**src/rtl/sar_pkg.sv**
```systemverilog
package sar_pkg;

    localparam int WORD_W      = 10;
    localparam int FULL_BIN_N  = WORD_W - 1;
    localparam int FULL_RED_N  = 11;
    localparam int WIN_N       = 5;
    localparam int MAX_STEPS   = FULL_RED_N;
    localparam int IDX_W       = $clog2(MAX_STEPS + 1);

    typedef logic [WORD_W-1:0] word_t;

    localparam word_t WORD_MAX    = '1;
    localparam word_t MID_CODE    = word_t'(1) << (WORD_W - 1);
    localparam word_t WIN_BIN_TOP = word_t'(16);

    // Redundant step sets: each step is at most one more than the sum of
    // the steps after it, so a bounded early mistake is recoverable.
    localparam word_t FULL_RED_TAB [FULL_RED_N] = '{
        10'd224, 10'd128, 10'd72, 10'd40, 10'd24, 10'd12,
        10'd6,   10'd4,   10'd2,  10'd1,  10'd1
    };
    localparam word_t WIN_RED_TAB [WIN_N] = '{10'd7, 10'd5, 10'd3, 10'd2, 10'd1};

    // bit 1: window search, bit 0: redundant steps
    typedef enum logic [1:0] {
        SRCH_FULL_BIN = 2'b00,
        SRCH_FULL_RED = 2'b01,
        SRCH_WIN_BIN  = 2'b10,
        SRCH_WIN_RED  = 2'b11
    } srch_e;

    typedef enum logic [1:0] {
        ST_IDLE = 2'd0,
        ST_SAMP = 2'd1,
        ST_CONV = 2'd2
    } st_e;

endpackage

```
**src/rtl/sar_step_rom.sv**
```systemverilog
module sar_step_rom
    import sar_pkg::*;
(
    input  srch_e             mode_i,
    input  logic [IDX_W-1:0]  idx_i,
    output word_t             step_o,
    output logic              last_o
);

    word_t            bin_full [FULL_BIN_N];
    logic [IDX_W-1:0] n_steps;

    generate
        for (genvar i = 0; i < FULL_BIN_N; i++) begin : g_bin
            assign bin_full[i] = word_t'(1) << (WORD_W - 2 - i);
        end
    endgenerate

    always_comb begin
        unique case (mode_i)
            SRCH_FULL_BIN: n_steps = IDX_W'(FULL_BIN_N);
            SRCH_FULL_RED: n_steps = IDX_W'(FULL_RED_N);
            default:       n_steps = IDX_W'(WIN_N);
        endcase
        last_o = (idx_i == n_steps);
        // The closing comparison uses a unit step: keep the word or drop one.
        step_o = word_t'(1);
        if (!last_o) begin
            unique case (mode_i)
                SRCH_FULL_BIN: step_o = bin_full[idx_i];
                SRCH_FULL_RED: step_o = FULL_RED_TAB[idx_i];
                SRCH_WIN_BIN:  step_o = WIN_BIN_TOP >> idx_i;
                SRCH_WIN_RED:  step_o = WIN_RED_TAB[idx_i];
            endcase
        end
    end

endmodule

```
**src/rtl/sar_cand.sv**
```systemverilog
module sar_cand
    import sar_pkg::*;
(
    input  word_t word_i,
    input  word_t step_i,
    output word_t up_o,
    output word_t dn_o
);

    logic [WORD_W:0] sum;
    logic [WORD_W:0] diff;

    assign sum  = {1'b0, word_i} + {1'b0, step_i};
    assign diff = {1'b0, word_i} - {1'b0, step_i};

    assign up_o = sum[WORD_W]  ? WORD_MAX : sum[WORD_W-1:0];
    assign dn_o = diff[WORD_W] ? '0       : diff[WORD_W-1:0];

endmodule

```
**src/rtl/sar_window_ctl.sv**
```systemverilog
module sar_window_ctl
    import sar_pkg::*;
#(
    parameter int ACQ_CYC = 3
) (
    input  logic              clk_i,
    input  logic              rst_ni,
    input  logic              start_i,
    input  logic [1:0]        mode_i,
    input  logic [WORD_W-1:0] set_i,
    input  logic              cmp_i,
    output logic [WORD_W-1:0] dac_o,
    output logic              sample_o,
    output logic              done_o,
    output logic [WORD_W-1:0] result_o
);

    localparam int ACQ_W = $clog2(ACQ_CYC + 1);
    localparam int CNT_W = (ACQ_W > IDX_W) ? ACQ_W : IDX_W;

    typedef struct packed {
        st_e              st;
        srch_e            mode;
        word_t            word;
        logic [CNT_W-1:0] cnt;
        word_t            result;
        logic             done;
    } ctl_s;

    ctl_s  d, q;
    word_t step;
    word_t up_word;
    word_t dn_word;
    logic  last;
    logic  busy;

    sar_step_rom i_rom (
        .mode_i (q.mode),
        .idx_i  (q.cnt[IDX_W-1:0]),
        .step_o (step),
        .last_o (last)
    );

    sar_cand i_cand (
        .word_i (q.word),
        .step_i (step),
        .up_o   (up_word),
        .dn_o   (dn_word)
    );

    always_comb begin
        d      = q;
        d.done = 1'b0;
        unique case (q.st)
            ST_IDLE: begin
                if (start_i) begin
                    d.st   = ST_SAMP;
                    d.mode = srch_e'(mode_i);
                    d.word = mode_i[1] ? set_i : MID_CODE;
                    d.cnt  = '0;
                end
            end
            ST_SAMP: begin
                if (q.cnt == CNT_W'(ACQ_CYC - 1)) begin
                    d.st  = ST_CONV;
                    d.cnt = '0;
                end else begin
                    d.cnt = q.cnt + 1'b1;
                end
            end
            ST_CONV: begin
                if (last) begin
                    d.st     = ST_IDLE;
                    d.done   = 1'b1;
                    d.result = cmp_i ? q.word : dn_word;
                end else begin
                    d.word = cmp_i ? up_word : dn_word;
                    d.cnt  = q.cnt + 1'b1;
                end
            end
            default: d.st = ST_IDLE;
        endcase
    end

    always_ff @(posedge clk_i) begin
        if (!rst_ni) begin
            q.st     <= ST_IDLE;
            q.mode   <= SRCH_FULL_BIN;
            q.word   <= '0;
            q.cnt    <= '0;
            q.result <= '0;
            q.done   <= 1'b0;
        end else begin
            q <= d;
        end
    end

    assign busy     = (q.st != ST_IDLE);
    assign dac_o    = q.word;
    assign sample_o = (q.st == ST_SAMP);
    assign done_o   = q.done;
    assign result_o = q.result;

endmodule

```
**config.mk**
```make
export PLATFORM = sky130hd
export DESIGN_NAME = sar_window_ctl
export DESIGN_NICKNAME = d
export VERILOG_FILES = /design/src/rtl/sar_pkg.sv /design/src/rtl/sar_step_rom.sv /design/src/rtl/sar_cand.sv /design/src/rtl/sar_window_ctl.sv
export SDC_FILE = /design/constraint.sdc
export NUM_CORES = 1
export LEC_CHECK = 0
export BUFFER_PORTS_ARGS = -buffer_cell sky130_fd_sc_hd__buf_2
export CAP_MARGIN = 10
export CORE_MARGIN = 8
export CORE_UTILIZATION = 54
export DETAILED_ROUTE_END_ITERATION = 6
export PLACE_DENSITY = 0.84
export SETUP_SLACK_MARGIN = 0.1
export SYNTH_ARGS = -nofsm -noshare
export SYNTH_HDL_FRONTEND = slang
export SYNTH_SLANG_ARGS = --single-unit
export TNS_END_PERCENT = 10
```
**constraint.sdc**
```tcl
create_clock -name clk_i -period 3 [get_ports clk_i]
set_input_delay 0.3 -clock clk_i [delete_from_list [all_inputs] [get_ports clk_i]]
set_output_delay 0.3 -clock clk_i [all_outputs]
set_load 0.05 [all_outputs]
```
=== Word-level counts from Yosys, hierarchy flattened ===
Memories as Yosys holds them, arrays and structs flattened.
Index checks and enable logic that the tools add are counted.

* Output and inout port bits: 22
* Memory bits (read-only): 400
* Memories kept: 3
* Logic and storage cells: 60
* Register bits: 29
* Input port bits: 16

{| class="wikitable"
|+ Memories
! name !! depth !! bits a word !! rd ports !! clocked after memory_dff !! wr ports !! RTL line !! RTL
|-
| (name not given) || 16 || 10 || 1 || 0 || 0 || sar_step_rom.sv:30 || <nowiki>SRCH_FULL_BIN: step_o = bin_full[idx_i];</nowiki>
|-
| (name not given) || 16 || 10 || 1 || 0 || 0 || sar_step_rom.sv:31 || <nowiki>SRCH_FULL_RED: step_o = FULL_RED_TAB[idx_i];</nowiki>
|-
| (name not given) || 8 || 10 || 1 || 0 || 0 || sar_step_rom.sv:33 || <nowiki>SRCH_WIN_RED: step_o = WIN_RED_TAB[idx_i];</nowiki>
|}

* Bitwise gates (word level): 1
* Shifts and indexed selects: 1
* Add/sub/neg operators: 3
* Reductions and logical operators: 10
* Multiplexer cells: 23
* $lt $le $gt $ge: 2
* Eq/ne operators: 11

{| class="wikitable"
|+ Operators with widths
! kind !! number
|-
| $mux 10 || 12
|-
| $pmux 10 s4 || 1
|-
| $pmux 10 s2 || 1
|-
| $mux 18 || 1
|-
| $mux 14 || 1
|-
| $pmux 4 s3 || 1
|-
| $add 10x10->11 || 1
|-
| $sub 10x10->11 || 1
|-
| $shr 5x4->10 const A || 1
|-
| $reduce_and 3->1 || 3
|-
| $pmux 4 s2 || 1
|-
| $eq 2x2->1 const B || 3
|-
| $pmux 2 s3 || 1
|-
| $reduce_and 2->1 || 3
|-
| $ge 5x4->1 const B || 1
|-
| $ge 5x5->1 const B || 1
|-
| $not 4->5 || 1
|-
| $add 4x1->4 const B || 1
|-
| $eq 2x1->1 const B || 2
|-
| $eq 4x2->1 const B || 1
|-
| $eq 4x4->1 || 1
|-
| $logic_not 2->1 || 2
|-
| $mux 2 || 2
|-
| $mux 4 || 1
|-
| other kinds (5) || 7
|}

=== Longest topological paths before layout ===
Gate-level depths: netlist of the first run.

* Depth after elaboration: 11
* Depth in mapped cells: 15
* Depth with buffers taken out: 15

=== Hierarchy ===
Synthesis of the first run repeated with hierarchy kept, for this count alone.

* Cells, all modules: 409
* Area, all modules: 3180.6 µm²

{| class="wikitable"
|+ Modules (own cells, without submodules)
! module !! sequential area each (µm²) !! area each (µm²) !! cells an instance !! instances
|-
| sar_window_ctl || 580.6 || 1632.8 || 193 || 1
|-
| sar_cand || 0.0 || 1127.3 || 157 || 1
|-
| sar_step_rom || 0.0 || 420.4 || 59 || 1
|}

=== Least setup slack after synthesis of the first run ===
No wires, ideal clock.

* Path kind: flip-flop to flip-flop
* From: register q[13] (netlist bit)
* To: register q, in the netlist result_o[0]
* Library setup time: 0.132 ns
* Buffers on the path: 2
* Slack: -0.158 ns
* Arrival time: 3.025 ns
* Stages on the path, launching flop included: 15
* Cell sequence: dfxtp_1 -> buf_2 -> inv_1 -> ha_1 -> o221a_2 -> o21ai_0 -> ha_1 -> inv_1 -> fa_1 -> a211oi_2 -> nor4_1 -> o31a_1 -> buf_2 -> a22oi_1 -> a21oi_1

* Cells in the longest elaborated chain, start to end: 9
* Elaborated cells on any way between the ends: 18
* Classes of those cells: 1 x add/sub; 1 x eq/ne; 1 x shift; 10 x mux; 1 x bitwise; 1 x reduce/logical; 3 x memory

{| class="wikitable"
|+ RTL lines
! item !! RTL line !! RTL
|-
| start: declaration || sar_window_ctl.sv:30 || <nowiki>ctl_s d, q;</nowiki>
|-
| $not 4->5 (implied by the code) || sar_step_rom.sv:30, sar_step_rom.sv:31, sar_step_rom.sv:33 ||
|-
| $mem_v2 16x10 (tied with other cells) || - ||
|-
| $mux 10, on equally long branches (2 in a row) || sar_step_rom.sv:31, sar_step_rom.sv:30, sar_step_rom.sv:33 ||
|-
| $pmux 10 s4 || sar_step_rom.sv:29 || <nowiki>unique case (mode_i)</nowiki>
|-
| $mux 10 || sar_step_rom.sv:28 || <nowiki>if (!last_o) begin</nowiki>
|-
| $sub 10x10->11 || sar_cand.sv:14 || <nowiki>assign diff = {1'b0, word_i} - {1'b0, step_i};</nowiki>
|-
| $mux 10 || sar_cand.sv:17 || <nowiki>assign dn_o = diff[WORD_W] ? '0 : diff[WORD_W-1:0];</nowiki>
|-
| $mux 10 || sar_window_ctl.sv:75 || <nowiki>d.result = cmp_i ? q.word : dn_word;</nowiki>
|}

Several ways; a longest one is shown, not always the timed one. The select of a mux whose other input is x is not followed.
A chain may end at the register's enable or synchronous reset.

=== Final worst setup path of the first run ===
* From: register q[11] (netlist bit)
* To: register q, in the netlist dac_o[9]

* Cells in the longest elaborated chain, start to end: 11
* Elaborated cells on any way between the ends: 23
* Classes of those cells: 2 x add/sub; 2 x eq/ne; 1 x shift; 13 x mux; 1 x bitwise; 1 x reduce/logical; 3 x memory

{| class="wikitable"
|+ RTL lines
! item !! RTL line !! RTL
|-
| $not 4->5 (implied by the code) || sar_step_rom.sv:30, sar_step_rom.sv:31, sar_step_rom.sv:33 ||
|-
| $mem_v2 16x10 (tied with other cells) || - ||
|-
| $mux 10, on equally long branches (2 in a row) || sar_step_rom.sv:31, sar_step_rom.sv:30, sar_step_rom.sv:33 ||
|-
| $pmux 10 s4 || sar_step_rom.sv:29 ||
|-
| $mux 10 || sar_step_rom.sv:28 ||
|-
| $sub 10x10->11 or $add 10x10->11 (tied branches) || sar_cand.sv:14, sar_cand.sv:13 ||
|-
| $mux 10, on equally long branches || sar_cand.sv:17, sar_cand.sv:16 ||
|-
| $mux 10 || sar_window_ctl.sv:77 || <nowiki>d.word = cmp_i ? up_word : dn_word;</nowiki>
|-
| $mux 14 || sar_window_ctl.sv:72 || <nowiki>if (last) begin</nowiki>
|-
| $pmux 10 s2 || sar_window_ctl.sv:54 || <nowiki>unique case (q.st)</nowiki>
|}

Several ways; a longest one is shown, not always the timed one. The select of a mux whose other input is x is not followed.

==> results.toml, run 1 <==
[drt]
drt_iter0_markers = 396
post_drt_wl_per_cell_microns = 20.5
wirelength_microns = 11500
first_pass_iters = 5
via_per_inst = 6.51
final_antenna_net_count = 0
drc = 0
vias = 3646

[yosys]
ys_ff_latch = 29
async_reset_ff_share_pct = 0
syn_inst = 416
synthesis.nets = 465
synth-edff-count = 0
syn_avg_cell_area_sq_um = 7.34
yosys_warnings = 0
yosysSeqAreaShare_pct = 19.0
synthFlopType = "dfxtp_1"
synthesis.area_sq_mm = 0.00306
synth_cell_type_count = 65

[sta]
rsz0062_at_grt = "yes"
timing.final.crit_share_pct = 107
fin_ws_ps = -197
setup_violations = 19
fin_skew_ps = 5.03
period_needed_ps = 3200
worst_pin_slew_ps = 587
slew_headroom_pct = 60.8
hold_viol_final = 0
max_freq_ghz = 0.313
drv_slew = 0

[critical_path]
timing.critical_path.arrival_ps = 3410
path_max_fanout = 3
critPathKind = "reg -> reg"
r2r-start = "q[11]"
end_kind = "flop"
start_kind = "flop"
r2r_setup_slack_ps = -200
r2r_cells = 16
r2r_end = "dac_o[9]"
crit_required_ps = 3210

[clocking]
cts_tree = "built"
clk_latency_ps = 280
cts_sinks = 29
cts_root_buffer = "clkbuf_8"
clk_pin_slew_ps = 70
cts_buffers = 5
cts_max_level = 2
hold_buffers = 0
cts_buffer_depth = 2

[floorplanning]
die_h_microns = 91.2
ios = 38
die_w_microns = 91.2
std_cell_rows = 27
start_util_pct = 55.8
core_sq_mm = 0.00547
die-area_sq_mm = 0.00832

[global_routing]
grt_pass1_vias = 3725
antenna_found_initial = 0
use_met3_pct = 6.50
grt-ovfl-total = 0
grtUsageTotal_pct = 26.1
grt_busiest_layer = "met2"
grt_use_met1_pct = 27.6
grt_pass1_wl_microns = 18000
grt_max_degree = 24
grt_util_met2_pct = 44.8

[placement]
port-buffer-count = 37
dp_slack_ps = -257
dp.cells = 542
dp.final_hpwl_microns = 7560
globalplace.congestion = 1.02

[power_and_ir_drop]
ir_worst_vdd_mv = 0.436
leakage_nw = 1.80
p_total_mw = 3.12
p_per_area_mw_per_mm2 = 746

[min_path]
holdPathEnd = "dac_o[2]"
hp-class = "in -> reg"
worstHoldStart = "set_i[2]"
min_path_cells = 3

[layout]
areaGrowthSynthToFinish_pct = 36.9
layout.cells.non_filler = 560
n_antenna_cell = 0
layout.nets = 536
regArea_sq_um = 592
fillers = 359
multi_input_area_sq_mm = 0.00258
drive_gt1_share_pct = 39.1

[outcome]
outcome = "finished, violations left"
violations = "negative setup slack"

[flow_run]
max-cap-violations = 0
-- state kept, by name, summed over array words and instances, names as in the netlist --
signal    cells
q             8
dac_o        10
result_o     10
done_o        1
-- routing by layer --
layer / wire length (microns) / up-vias
met5: 0 / -
met1: 4110 / 1680
met4: 766 / 0
li1: - / 1629
met3: 1020 / 78
met2: 5590 / 259
-- layout by cell type (no fill, tap or decap), drive strengths merged, types with 3 or more instances in the layout --
cell	synthesis	routed
a41oi	4	4
o21bai	3	3
o21a	3	3
nand3	16	16
a21oi	33	33
nand2	39	39
o31ai	5	5
xnor2	10	10
clkbuf	15	6
o221a	3	3
a211oi	7	7
dfxtp	29	29
o211ai	5	5
nand4	3	3
buf	30	109
o22ai	3	3
nand2b	12	12
nor2	27	27
a22oi	8	8
ha	31	31
inv	23	23
a31oi	7	7
o21ai	34	34
nor3	14	14
nor2b	7	7
and3	4	4
-- kinds of logic after synthesis --
| logic type | count (synthesis) | share of synthesized area, % |
|---|---|---|
| AOI/OAI and AO/OA | 134 | 29.2 |
| adders and majority gates | 33 | 14.0 |
| buffers and inverters | 68 | 11.3 |
| and+or+nand+nor | 138 | 22.4 |
| xor gates and xnor gates | 12 | 3.44 |
| muxes | 2 | 0.696 |
| DFF | 29 | 19.0 |
-- worst max-delay path: stages (launching register included) --
cell and delay [ps]:
dfxtp_4 360, buf_4 130, buf_4 130, ha_1 200
o22ai_2 190, nand2_2 90, o31ai_4 70, nand2_2 120
buf_4 150, ha_1 290, nor2b_1 70, o311ai_1 270
buf_4 180, a21oi_1 80, a211o_1 320, a311o_1 370
o22ai_1 110
-- timing repair --
action | in CTS | in global routing
setup endpoints to repair | 20 | 20
gates cloned | 1 | 0
setup buffers | 6 | 4
gates resized for setup | 63 | 25
pin swaps | 42 | 22
-- worst max path at each step --
| stage | startpoint | slack [ps] | to |
|---|---|---|---|
| floorplan | q[13] | 40 | dac_o[2] |
| global placement | q[12] | -130 | dac_o[2] |
| detailed placement | q[12] | -260 | dac_o[3] |
| CTS | q[11] | -30 | dac_o[0] |
| global route | q[11] | -310 | dac_o[8] |
| finish | q[11] | -200 | dac_o[9] |
-- stage by stage --
step	hold WS (ps)	instance area, sq um	utilization [%]	TNS [ps]
5_1_grt	292	4180	76.5	-4440
4_1_cts	283	4020	73.5	-99.0
3_3_place_gp	496	3570	65.3	-1550
3_5_place_dp	508	3570	65.3	-3170
6_report	285	4180	76.5	-1840
2_1_floorplan	448	3100	-	0
-- cell usage after synthesis, drive strengths merged (4+ instances only) --
cell | instances | area share (%)
nor2b | 7 | 1.4
o21ai | 34 | 5.6
nand2b | 12 | 2.5
xnor2 | 10 | 2.9
nand2 | 39 | 4.8
o31ai | 5 | 1.2
a41oi | 4 | 1.1
a211oi | 7 | 2.0
clkbuf | 15 | 1.8
ha | 31 | 13
nor2 | 27 | 3.3
nor3 | 14 | 2.3
a22oi | 8 | 2.0
inv | 23 | 2.8
a21oi | 33 | 5.4
buf | 30 | 6.6
o211ai | 5 | 1.2
and3 | 4 | 0.82
a31oi | 7 | 1.4
dfxtp | 29 | 19
nand3 | 16 | 2.6
-- area by class of cell --
| type | instances | share of cell area [%] |
|---|---|---|
| tap | 72 | 2.15 |
| timing repair buffer | 109 | 18.0 |
| sequential | 29 | 14.1 |
| clock buffer | 6 | 1.73 |
| multi-input combinational | 319 | 61.7 |
| clock inverter | 2 | 0.239 |
| inverter | 23 | 2.06 |
-- power by group --
group	internal, mW	leakage, nW	switching (mW)
clock network	0.161	0.0450	0.158
logic	0.991	1.51	1.26
registers	0.436	0.239	0.117
Power figures use the tool's default switching activity.
==> run 2, diff against run 1 <==
--- a/config.mk
+++ b/config.mk
@@ -9,7 +9,7 @@
 export CAP_MARGIN = 10
 export CORE_MARGIN = 8
-export CORE_UTILIZATION = 54
+export CORE_UTILIZATION = 42
 export DETAILED_ROUTE_END_ITERATION = 6
-export PLACE_DENSITY = 0.84
+export PLACE_DENSITY = 0.67
 export SETUP_SLACK_MARGIN = 0.1
 export SYNTH_ARGS = -nofsm -noshare
==> constraint.sdc (replaced) <==
create_clock -name clk_i -period 3.45 [get_ports clk_i]
set_input_delay 0.69 -clock clk_i [delete_from_list [all_inputs] [get_ports clk_i]]
set_output_delay 0.69 -clock clk_i [all_outputs]
set_load 0.05 [all_outputs]
==> run 2 against run 1 <==
- clock power decreased by 15%
- register-to-register slack improved by 430 ps
- critical path type unchanged
- cell area decreased by 17%
- the flow now finishes without violations
==> results.toml, run 2 (same netlist as run 1, synthesis figures left out) <==
[sta]
hold_viol_final = 0
rsz0062_at_grt = "yes"
setup_violations = 0
worst_pin_slew_ps = 661
drv_slew = 0
slew_headroom_pct = 55.8
fin_skew_ps = 5.80
setup-tns-final_ps = 0
max_freq_ghz = 0.310
period_needed_ps = 3220
timing.final.crit_share_pct = 93.4

[floorplanning]
die-area_sq_mm = 0.0103
core_sq_mm = 0.00714
die_h_microns = 101
std_cell_rows = 31
die_w_microns = 101
ios = 38
start_util_pct = 42.8

[layout]
drive_gt1_share_pct = 22.1
final_cell_mix = "nand2_1 (39), buf_2 (37), a21oi_1 (33), ha_1 (30), buf_4 (28)"
fin_util_pct = 48.9
mostFrequentLayoutCell = "nand2_1"
areaGrowthSynthToFinish_pct = 14.3
n_antenna_cell = 0
layout.nets = 492

[critical_path]
max_stage_delay_ps = 410
end_kind = "flop"
critPathSlowestCell = "fa_1"
cp_cell_sequence = "inv_1 -> ha_1 -> and3b_1 -> a21oi_1 -> o22ai_1 -> nand2_1 -> o31ai_2 -> and2_1 -> fa_1 -> nor2b_1 -> buf_4 -> o211ai_1 -> nand2_1 -> a2111oi_4 -> o31ai_2 -> a21oi_1"
critPathKind = "reg -> reg"
timing.critical_path.arrival_ps = 3430
start_kind = "flop"
crit_required_ps = 3660
path_max_fanout = 7

[global_routing]
grt_busiest_layer = "met2"
grt_util_met2_pct = 28.5
grt_pass1_vias = 2934
grt_pass1_wl_microns = 14100
grt_use_met1_pct = 20.8
use_met3_pct = 3.44
grt_max_degree = 24
antenna_found_initial = 0
grtUsageTotal_pct = 17.0
grt-ovfl-total = 0

[drt]
drc = 0
wirelength_microns = 8800
vias = 3056
post_drt_wl_per_cell_microns = 16.2
via_per_inst = 5.63
final_antenna_net_count = 0
first_pass_iters = 4
drt_iter0_markers = 219

[outcome]
outcome = "finished clean"

[placement]
port-buffer-count = 37
dp.final_hpwl_microns = 6900
globalplace.congestion = 0.927

[power_and_ir_drop]
ir_worst_vdd_mv = 0.297
p_per_area_mw_per_mm2 = 619
leakage_nw = 1.54

[clocking]
cts_max_level = 2
cts_root_buffer = "clkbuf_8"
clk_pin_slew_ps = 70
cts_sinks = 29
cts_buffers = 5
clk_latency_ps = 280
cts_buffer_depth = 2
hold_buffers = 0
cts_tree = "built"

[min_path]
hp-class = "reg -> reg"

[flow_run]
max-cap-violations = 0
run 2: cell type report:
type	instances	area (sq um)
Fill cell	731	3640
Multi-Input combinational cell	319	2210
Sequential cell	29	587
Timing Repair Buffer	65	395
Tap cell	99	124
Inverter	23	86.3
Clock buffer	5	68.8
Clock inverter	3	17.5
run 2: power by group:
part           switching, mW  leakage (nW)  total (mW)  internal [mW]
clock                  0.131        0.0439       0.270          0.139
sequential            0.0841         0.238       0.464          0.380
combinational          0.874          1.26        1.43          0.553
run 2: what timing repair did:
item | in CTS | in global routing
pin swaps | 0 | 5
buffers inserted | 0 | 2
endpoints found under the setup margin | 13 | 19
gates resized for setup | 2 | 19
run 2: worst max-delay path, delay by kind of cell (launching register included):
family | cells | cell delay, ps
compound gates | 7 | 1150
fa+ha+maj | 2 | 620
simple gates | 5 | 760
flops | 1 | 380
buf+inv | 2 | 230
run 2: worst paths after layout:
path	start	to	slack, ps	depth (start not counted)
worst min register to register	result_o[6]	result_o[6]	530	2
worst min-delay path	result_o[6]	result_o[6]	530	2
worst max-delay path	q[11]	dac_o[8]	230	16
worst max register to register	q[11]	dac_o[8]	230	16
run 2: layer usage:
layer | wire length, microns | share of wire [%]
met5 | 0 | 0
met4 | 283 | 3.2
met3 | 394 | 4.5
met2 | 4110 | 47
met1 | 4010 | 46
run 2: per-stage QoR:
stage | setup slack (ps) | hold WS (ps) | cells | cell area [sq um] | power, mW
final | 229 | 527 | 543 | 3490 | 2.16
after global routing | 57.7 | 570 | 543 | 3490 | 2.32
after CTS | 94.2 | 526 | 541 | 3400 | 2.10
after detailed placement | 28.8 | 513 | 533 | 3300 | 1.83
after global placement | 103 | 520 | 533 | 3300 | 1.81
after floorplan | 292 | 494 | 416 | 3060 | 1.48
